`src/rtl/dlp_pkg.sv`:
```
package dlp_pkg;

  localparam int BYTE_W   = 8;
  localparam int DT_W     = 6;
  localparam int HDR_BITS = 24;
  localparam int ECC_BITS = 6;

  typedef enum logic [3:0] {
    ST_IDLE,
    ST_SOT,
    ST_DI,
    ST_B1,
    ST_B2,
    ST_ECC,
    ST_PAY,
    ST_CK_LO,
    ST_CK_HI,
    ST_EOT
  } tx_state_e;

  // Mask of header bits feeding ECC bit j: header bit i is assigned the
  // i-th 6-bit code (ascending) that has at least two bits set.
  function automatic logic [HDR_BITS-1:0] ecc_mask(input int j);
    logic [HDR_BITS-1:0] m;
    logic [ECC_BITS-1:0] code;
    int idx;
    m   = '0;
    idx = 0;
    for (int v = 1; v < (1 << ECC_BITS); v++) begin
      code = ECC_BITS'(v);
      if (($countones(code) >= 2) && (idx < HDR_BITS)) begin
        m[idx] = code[j];
        idx++;
      end
    end
    return m;
  endfunction

endpackage

```
`src/rtl/dlp_ecc_gen.sv`:
```
module dlp_ecc_gen
  import dlp_pkg::*;
(
  input  logic [HDR_BITS-1:0] hdr_i,
  output logic [BYTE_W-1:0]   ecc_o
);

  for (genvar j = 0; j < ECC_BITS; j++) begin : g_par
    localparam logic [HDR_BITS-1:0] MASK = ecc_mask(j);
    assign ecc_o[j] = ^(hdr_i & MASK);
  end

  for (genvar k = ECC_BITS; k < BYTE_W; k++) begin : g_zero
    assign ecc_o[k] = 1'b0;
  end

endmodule

```
`src/rtl/dlp_crc16.sv`:
```
module dlp_crc16
  import dlp_pkg::*;
#(
  parameter logic [15:0] POLY_REV = 16'h8408,
  parameter logic [15:0] INIT     = 16'hFFFF
) (
  input  logic              clk,
  input  logic              rst_n,
  input  logic              clear_i,
  input  logic              en_i,
  input  logic [BYTE_W-1:0] data_i,
  output logic [15:0]       crc_o
);

  logic [15:0] crc_q;
  logic [15:0] crc_d;
  logic [15:0] step;

  always_comb begin
    step = crc_q;
    for (int b = 0; b < BYTE_W; b++) begin
      if (step[0] ^ data_i[b]) begin
        step = (step >> 1) ^ POLY_REV;
      end else begin
        step = step >> 1;
      end
    end
  end

  always_comb begin
    crc_d = crc_q;
    if (clear_i) begin
      crc_d = INIT;
    end else if (en_i) begin
      crc_d = step;
    end
  end

  always_ff @(posedge clk or negedge rst_n) begin
    if (!rst_n) begin
      crc_q <= INIT;
    end else if (clear_i || en_i) begin
      crc_q <= crc_d;
    end
  end

  assign crc_o = crc_q;

endmodule

```
`src/rtl/dlp_seq.sv`:
```
module dlp_seq
  import dlp_pkg::*;
#(
  parameter int WC_W = 16
) (
  input  logic            clk,
  input  logic            rst_n,
  input  logic            req_valid_i,
  input  logic            req_long_i,
  input  logic [WC_W-1:0] req_wc_i,
  input  logic            pl_valid_i,
  input  logic            out_ready_i,
  output logic            req_ready_o,
  output logic            pl_ready_o,
  output logic            out_valid_o,
  output logic            capture_o,
  output logic            pay_fire_o,
  output tx_state_e       state_o
);

  tx_state_e       state_q, state_d;
  logic [WC_W-1:0] cnt_q, cnt_d;
  logic            long_q, long_d;
  logic            fire;

  assign req_ready_o = (state_q == ST_IDLE);
  assign capture_o   = req_ready_o && req_valid_i;
  assign out_valid_o = (state_q != ST_IDLE) && ((state_q != ST_PAY) || pl_valid_i);
  assign fire        = out_valid_o && out_ready_i;
  assign pl_ready_o  = (state_q == ST_PAY) && out_ready_i;
  assign pay_fire_o  = (state_q == ST_PAY) && fire;
  assign state_o     = state_q;

  always_comb begin
    state_d = state_q;
    cnt_d   = cnt_q;
    long_d  = long_q;
    unique case (state_q)
      ST_IDLE: begin
        if (req_valid_i) begin
          state_d = ST_SOT;
          cnt_d   = req_wc_i;
          long_d  = req_long_i;
        end
      end
      ST_SOT: if (fire) state_d = ST_DI;
      ST_DI:  if (fire) state_d = ST_B1;
      ST_B1:  if (fire) state_d = ST_B2;
      ST_B2:  if (fire) state_d = ST_ECC;
      ST_ECC: begin
        if (fire) begin
          if (!long_q) begin
            state_d = ST_EOT;
          end else if (cnt_q == '0) begin
            state_d = ST_CK_LO;
          end else begin
            state_d = ST_PAY;
          end
        end
      end
      ST_PAY: begin
        if (fire) begin
          cnt_d = cnt_q - WC_W'(1);
          if (cnt_q == WC_W'(1)) begin
            state_d = ST_CK_LO;
          end
        end
      end
      ST_CK_LO: if (fire) state_d = ST_CK_HI;
      ST_CK_HI: if (fire) state_d = ST_EOT;
      ST_EOT:   if (fire) state_d = ST_IDLE;
      default:  state_d = ST_IDLE;
    endcase
  end

  always_ff @(posedge clk or negedge rst_n) begin
    if (!rst_n) begin
      state_q <= ST_IDLE;
      cnt_q   <= '0;
      long_q  <= 1'b0;
    end else begin
      state_q <= state_d;
      cnt_q   <= cnt_d;
      long_q  <= long_d;
    end
  end

endmodule

```
`src/rtl/dlp_byte_mux.sv`:
```
module dlp_byte_mux
  import dlp_pkg::*;
#(
  parameter logic [BYTE_W-1:0] SOT_CODE = 8'hB8,
  parameter logic [BYTE_W-1:0] EOT_CODE = 8'h0E
) (
  input  tx_state_e           state_i,
  input  logic [HDR_BITS-1:0] hdr_i,
  input  logic [BYTE_W-1:0]   ecc_i,
  input  logic [BYTE_W-1:0]   pl_data_i,
  input  logic [15:0]         crc_i,
  output logic [BYTE_W-1:0]   data_o,
  output logic                ctrl_o
);

  always_comb begin
    data_o = '0;
    ctrl_o = 1'b0;
    unique case (state_i)
      ST_SOT: begin
        data_o = SOT_CODE;
        ctrl_o = 1'b1;
      end
      ST_DI:    data_o = hdr_i[7:0];
      ST_B1:    data_o = hdr_i[15:8];
      ST_B2:    data_o = hdr_i[23:16];
      ST_ECC:   data_o = ecc_i;
      ST_PAY:   data_o = pl_data_i;
      ST_CK_LO: data_o = crc_i[7:0];
      ST_CK_HI: data_o = crc_i[15:8];
      ST_EOT: begin
        data_o = EOT_CODE;
        ctrl_o = 1'b1;
      end
      default: begin
        data_o = '0;
        ctrl_o = 1'b0;
      end
    endcase
  end

endmodule

```
`src/rtl/dlp_pkt_tx.sv`:
```
module dlp_pkt_tx
  import dlp_pkg::*;
#(
  parameter int                WC_W        = 16,
  parameter logic [DT_W-1:0]   LONG_DT_MIN = 6'h10,
  parameter logic [BYTE_W-1:0] SOT_CODE    = 8'hB8,
  parameter logic [BYTE_W-1:0] EOT_CODE    = 8'h0E
) (
  input  logic              clk,
  input  logic              rst_n,
  input  logic              req_valid,
  output logic              req_ready,
  input  logic [BYTE_W-1:0] req_id,
  input  logic [WC_W-1:0]   req_arg,
  input  logic              pl_valid,
  output logic              pl_ready,
  input  logic [BYTE_W-1:0] pl_data,
  output logic              out_valid,
  input  logic              out_ready,
  output logic [BYTE_W-1:0] out_data,
  output logic              out_ctrl
);

  localparam int ARG_BYTES = WC_W / BYTE_W;

  tx_state_e           state;
  logic                capture;
  logic                pay_fire;
  logic                req_long;
  logic [HDR_BITS-1:0] hdr_in;
  logic [HDR_BITS-1:0] hdr_q, hdr_d;
  logic [BYTE_W-1:0]   ecc_in;
  logic [BYTE_W-1:0]   ecc_q, ecc_d;
  logic [15:0]         crc;

  assign req_long = (req_id[DT_W-1:0] >= LONG_DT_MIN);
  assign hdr_in   = {req_arg[ARG_BYTES*BYTE_W-1:0], req_id};

  dlp_seq #(.WC_W(WC_W)) i_seq (
    .clk         (clk),
    .rst_n       (rst_n),
    .req_valid_i (req_valid),
    .req_long_i  (req_long),
    .req_wc_i    (req_arg),
    .pl_valid_i  (pl_valid),
    .out_ready_i (out_ready),
    .req_ready_o (req_ready),
    .pl_ready_o  (pl_ready),
    .out_valid_o (out_valid),
    .capture_o   (capture),
    .pay_fire_o  (pay_fire),
    .state_o     (state)
  );

  dlp_ecc_gen i_ecc (
    .hdr_i (hdr_in),
    .ecc_o (ecc_in)
  );

  dlp_crc16 i_crc (
    .clk     (clk),
    .rst_n   (rst_n),
    .clear_i (capture),
    .en_i    (pay_fire),
    .data_i  (pl_data),
    .crc_o   (crc)
  );

  always_comb begin
    hdr_d = hdr_q;
    ecc_d = ecc_q;
    if (capture) begin
      hdr_d = hdr_in;
      ecc_d = ecc_in;
    end
  end

  always_ff @(posedge clk or negedge rst_n) begin
    if (!rst_n) begin
      hdr_q <= '0;
      ecc_q <= '0;
    end else if (capture) begin
      hdr_q <= hdr_d;
      ecc_q <= ecc_d;
    end
  end

  dlp_byte_mux #(
    .SOT_CODE (SOT_CODE),
    .EOT_CODE (EOT_CODE)
  ) i_mux (
    .state_i   (state),
    .hdr_i     (hdr_q),
    .ecc_i     (ecc_q),
    .pl_data_i (pl_data),
    .crc_i     (crc),
    .data_o    (out_data),
    .ctrl_o    (out_ctrl)
  );

endmodule

```
`config.mk`:
```
export PLATFORM = sky130hd
export DESIGN_NAME = dlp_pkt_tx
export DESIGN_NICKNAME = d
export VERILOG_FILES = /design/src/rtl/dlp_pkg.sv /design/src/rtl/dlp_ecc_gen.sv /design/src/rtl/dlp_crc16.sv /design/src/rtl/dlp_seq.sv /design/src/rtl/dlp_byte_mux.sv /design/src/rtl/dlp_pkt_tx.sv
export SDC_FILE = /design/constraint.sdc
export NUM_CORES = 1
export LEC_CHECK = 0
export ABC_AREA = 1
export BUFFER_PORTS_ARGS = -buffer_cell sky130_fd_sc_hd__buf_4
export CORE_ASPECT_RATIO = 2
export CORE_MARGIN = 10
export CORE_UTILIZATION = 61
export CTS_CLUSTER_SIZE = 30
export DETAILED_ROUTE_END_ITERATION = 8
export GPL_TIMING_DRIVEN = 0
export PLACE_DENSITY = 0.9
export SLEW_MARGIN = 20
export SYNTH_ARGS = -nofsm -noshare
export SYNTH_HDL_FRONTEND = slang
export SYNTH_HIERARCHICAL = 1
export SYNTH_SLANG_ARGS = --single-unit
```
`constraint.sdc`:
```
create_clock -name clk -period 2.35 [get_ports clk]
set_clock_uncertainty 0.05 [all_clocks]
set_input_delay 0.47 -clock clk [delete_from_list [all_inputs] [get_ports clk]]
set_output_delay 0.47 -clock clk [all_outputs]
set_load 0.03 [all_outputs]
```
==> summary.txt <==
Outcome
  • Status: finished, violations left
  • Failing checks: setup timing

Clock tree
  • CTS Buffer Depth: 2
  • Root buffer cell: clkbuf_16
  • Depth of the CTS H-tree: 3
  • Worst-path clk slew: 0.06 ns
  • Worst skew pair latency: 0.33 ns
  • TritonCTS Sinks: 69
  • Number of hold buffers added after CTS: 0
  • CTS tree: yes
  • Total CTS buffers: 9

GRT
  • Tot GR Track Use: 0.2359
  • Overflow after GRT: 0
  • Global-route wire length before repair: roughly 26 mm
  • Largest net degree at the start of global routing: 70
  • Initial antenna violation count: 0
  • Vias in the first global route: approximately 5,600

Floorplan
  • Die height: 154.7 µm
  • Row count: 49
  • Initial Util: 0.6181
  • Core ar.: 0.008951 mm²
  • Die width: slightly below 90 µm
  • Io pins: roughly 50
  • Die area: 0.01351 mm²

Pwr
  • Leakage: 3.526 nW
  • Clock power frac: 0.171
  • Pint: ~0.0044 W
  • Switch share: 0.4724
  • Gate power share: 0.541
  • Pwr/cell area: around 1300 mW/mm²
  • VDD IR-drop max: 0.6697 mV
  • Flop pwr share: 0.289
  • Sw Pwr: 0.003978 W

Worst setup path
  • Critical Path AT: between 1.5 and 2 ns
  • Critical path startpoint category: register
  • Max FO, Critical Path: 11
  • Critical path type: register to primary output
  • CP required: roughly 1.8 ns
  • Crit. End Element: primary output

STA
  • Final min period: 2.363 ns
  • Crit share post-route: 1.006
  • FMAX: 0.4231 GHz
  • TNS Setup: -0.01349 ns
  • Unrepaired setup endpoints after global routing: yes
  • Worst setup margin: -0.01349 ns
  • Final Hold Vio Count: 0
  • Final setup violation count: 1
  • Relative slew slack: 0.4188
  • Slew @ Worst Pin: 0.8719 ns
  • Count of final max-slew check failures: 0

Cells and area
  • Final Core Density: 0.7224
  • Share of layout cells above drive strength 1: 0.2094
  • Nets: 946
  • Final Instance Area: around 0.0065 mm²
  • Area Overhead vs Synth: 16.87%
  • Post-route insts no fill: 1,014
  • N_diodes: 0

Synthesis
  • Post-synth cell types: between 40 and 50
  • Post-synth EDFFs: 0
  • Syn. warnings: 6
  • Synth top area share: 0.2397
  • Synthesized cell area: 0.005533 mm²
  • Post-synth top flop: dfrtp_1
  • Synth top area cells: dfrtp_1 24%, nand2_1 23%, nand3_1 11%
  • Post-Synthesis Mean Instance Area: 6.602 µm²
  • Cell accounting for the most synthesized area: dfrtp_1
  • Cells after synthesis: 838
  • Synthesized flop and latch total: 69
  • Async SR Flop Fraction: 1.000
  • Synth top cells by count: 342 x nand2_1, 117 x nand3_1, 66 x nor2_1
  • Top-count cell post-synth: nand2_1
  • Sequential element share of the synthesized area: 0.3157

Placed design
  • Placed Area: 0.006028 mm²
  • Placed cells: 990
  • IO buf count: 48
  • Detailed Place HPWL: 12.13 mm
  • GPL Wtd Cong: approximately 0.95

Detailed routing
  • First-pass detailed-route iteration total: 5
  • Antenna viol nets, final: 0
  • Wirelength per Cell: 15.66 µm
  • DR iter-0 viols: around 350
  • DRC violations left: 0
  • DR vias: 5,685
  • DR vias/cell: 5.607
  • Final wirelength: roughly 16 mm

Hold path
  • Hold WC Path Type: input port to asynchronous set/reset pin

Run
  • Total of max-cap violations: 0
-- critical path, cell delays in order, from the launching register on --
cell and delay (ns):
dfrtp_2 0.52, inv_2 0.07, nor2_4 0.18, buf_6 0.17, nand3_1 0.15, nand2_1 0.09
nor2_1 0.04, nand2_1 0.10, buf_4 0.17
-- worst paths after layout --
check                                             start                            to  cells after the start  slack, ns
max in group asynchronous                         rst_n  i_seq/state_o[0]$_DFFE_PN0P_                      1       1.44
hold / removal                                    rst_n  i_seq/state_o[3]$_DFFE_PN0P_                      1       0.20
setup reg to reg           i_seq/state_o[2]$_DFFE_PN0P_    i_seq/cnt_q[0]$_DFFE_PN0P_                      8       0.30
hold reg to reg                    ecc_q[2]$_DFFE_PN0P_          ecc_q[2]$_DFFE_PN0P_                      2       0.43
min in group clk                              req_id[6]          hdr_q[6]$_DFFE_PN0P_                      3       0.30
setup / recovery           i_seq/state_o[1]$_DFFE_PN0P_                   out_data[4]                      8      -0.01
-- final cells by class --
cell class,count,area (µm²)
tap,102,127.6
fill,729,2485
clock inverter,5,56.30
clock buffer,11,264.0
timing repair buffer,56,456.7
buffer,27,301.5
multi-input combinational,668,3216
sequential,69,1752
inverter,76,292.8
-- what timing repair did --
item / 4_1_cts / 5_1_grt
pin swaps: 0 / 4
hold endpoints to repair: 0 / 0
resized for setup: 4 / 11
setup endpoints to repair: 7 / 9
cloned: 0 / 1
setup buffers: 0 / 7
-- kinds of logic after synthesis --
group           after synthesis  synth area share
buf+inv                     103            0.1072
compound gates               40           0.04478
fa+ha+maj                     2          0.004522
simple gates                590            0.4749
flops                        69            0.3157
other cells                   1         0.0006778
xor+xnor                     33           0.05224
-- state kept, by name (all words and copies together) (netlist names) --
name           count
hdr_q             24
i_crc/crc_o       16
i_seq/cnt_q       16
i_seq/state_o      4
i_seq/long_q       1
ecc_q              8
-- power by group through the flow --
stage / registers [W] / logic [W] / clock network, W
2_1_floorplan: 0.00220 / 0.00321 / 0
3_3_place_gp: 0.00240 / 0.00416 / 0
3_5_place_dp: 0.00241 / 0.00426 / 0
4_1_cts: 0.00241 / 0.00432 / 0.00144
5_1_grt: 0.00249 / 0.00503 / 0.00149
6_report: 0.00243 / 0.00455 / 0.00144
-- cell usage in the layout (no fill, tap or decap), types with 2 or more instances in the layout --
master	instances
dfstp_2	16
dfrtp_2	4
nand4_1	5
nor3_1	2
buf_4	57
nor2_2	3
inv_2	13
xnor2_1	17
nand2_4	3
nand2_1	342
xor2_1	16
nand2_2	27
or2_2	2
clkinv_2	2
o21ai_1	3
buf_6	16
clkbuf_16	11
nor3_2	2
o21ai_0	16
buf_8	3
clkbuf_8	5
nor2_4	10
nand3_1	116
a31oi_2	2
inv_1	62
conb_1	3
ha_1	2
nor2_1	66
nand3b_1	4
dfrtp_1	49
a22oi_1	3
a31oi_1	3
nand3_2	4
a21oi_1	8
-- through the flow --
step / power (W) / hold WS, ns / setup slack [ns]
after floorplan: 0.005410 / 0.1244 / 0.04406
after global placement: 0.006554 / 0.4064 / 0.2453
after detailed placement: 0.006671 / 0.4100 / 0.2369
after CTS: 0.008171 / 0.2415 / -0.01082
after global routing: 0.009006 / 0.2760 / -0.04892
final: 0.008422 / 0.1997 / -0.01349
-- routing by layer --
metal  share of wire  global-route usage  vias up  wire [µm]
met5               0                   0        -          0
met4           0.081              0.1863        0       1282
met3           0.051             0.04314       87        807
met2            0.52              0.4112      234       8254
met1            0.35              0.2312     2595       5532
li1                -                   -     2769          -
Power figures use the tool's default switching activity.
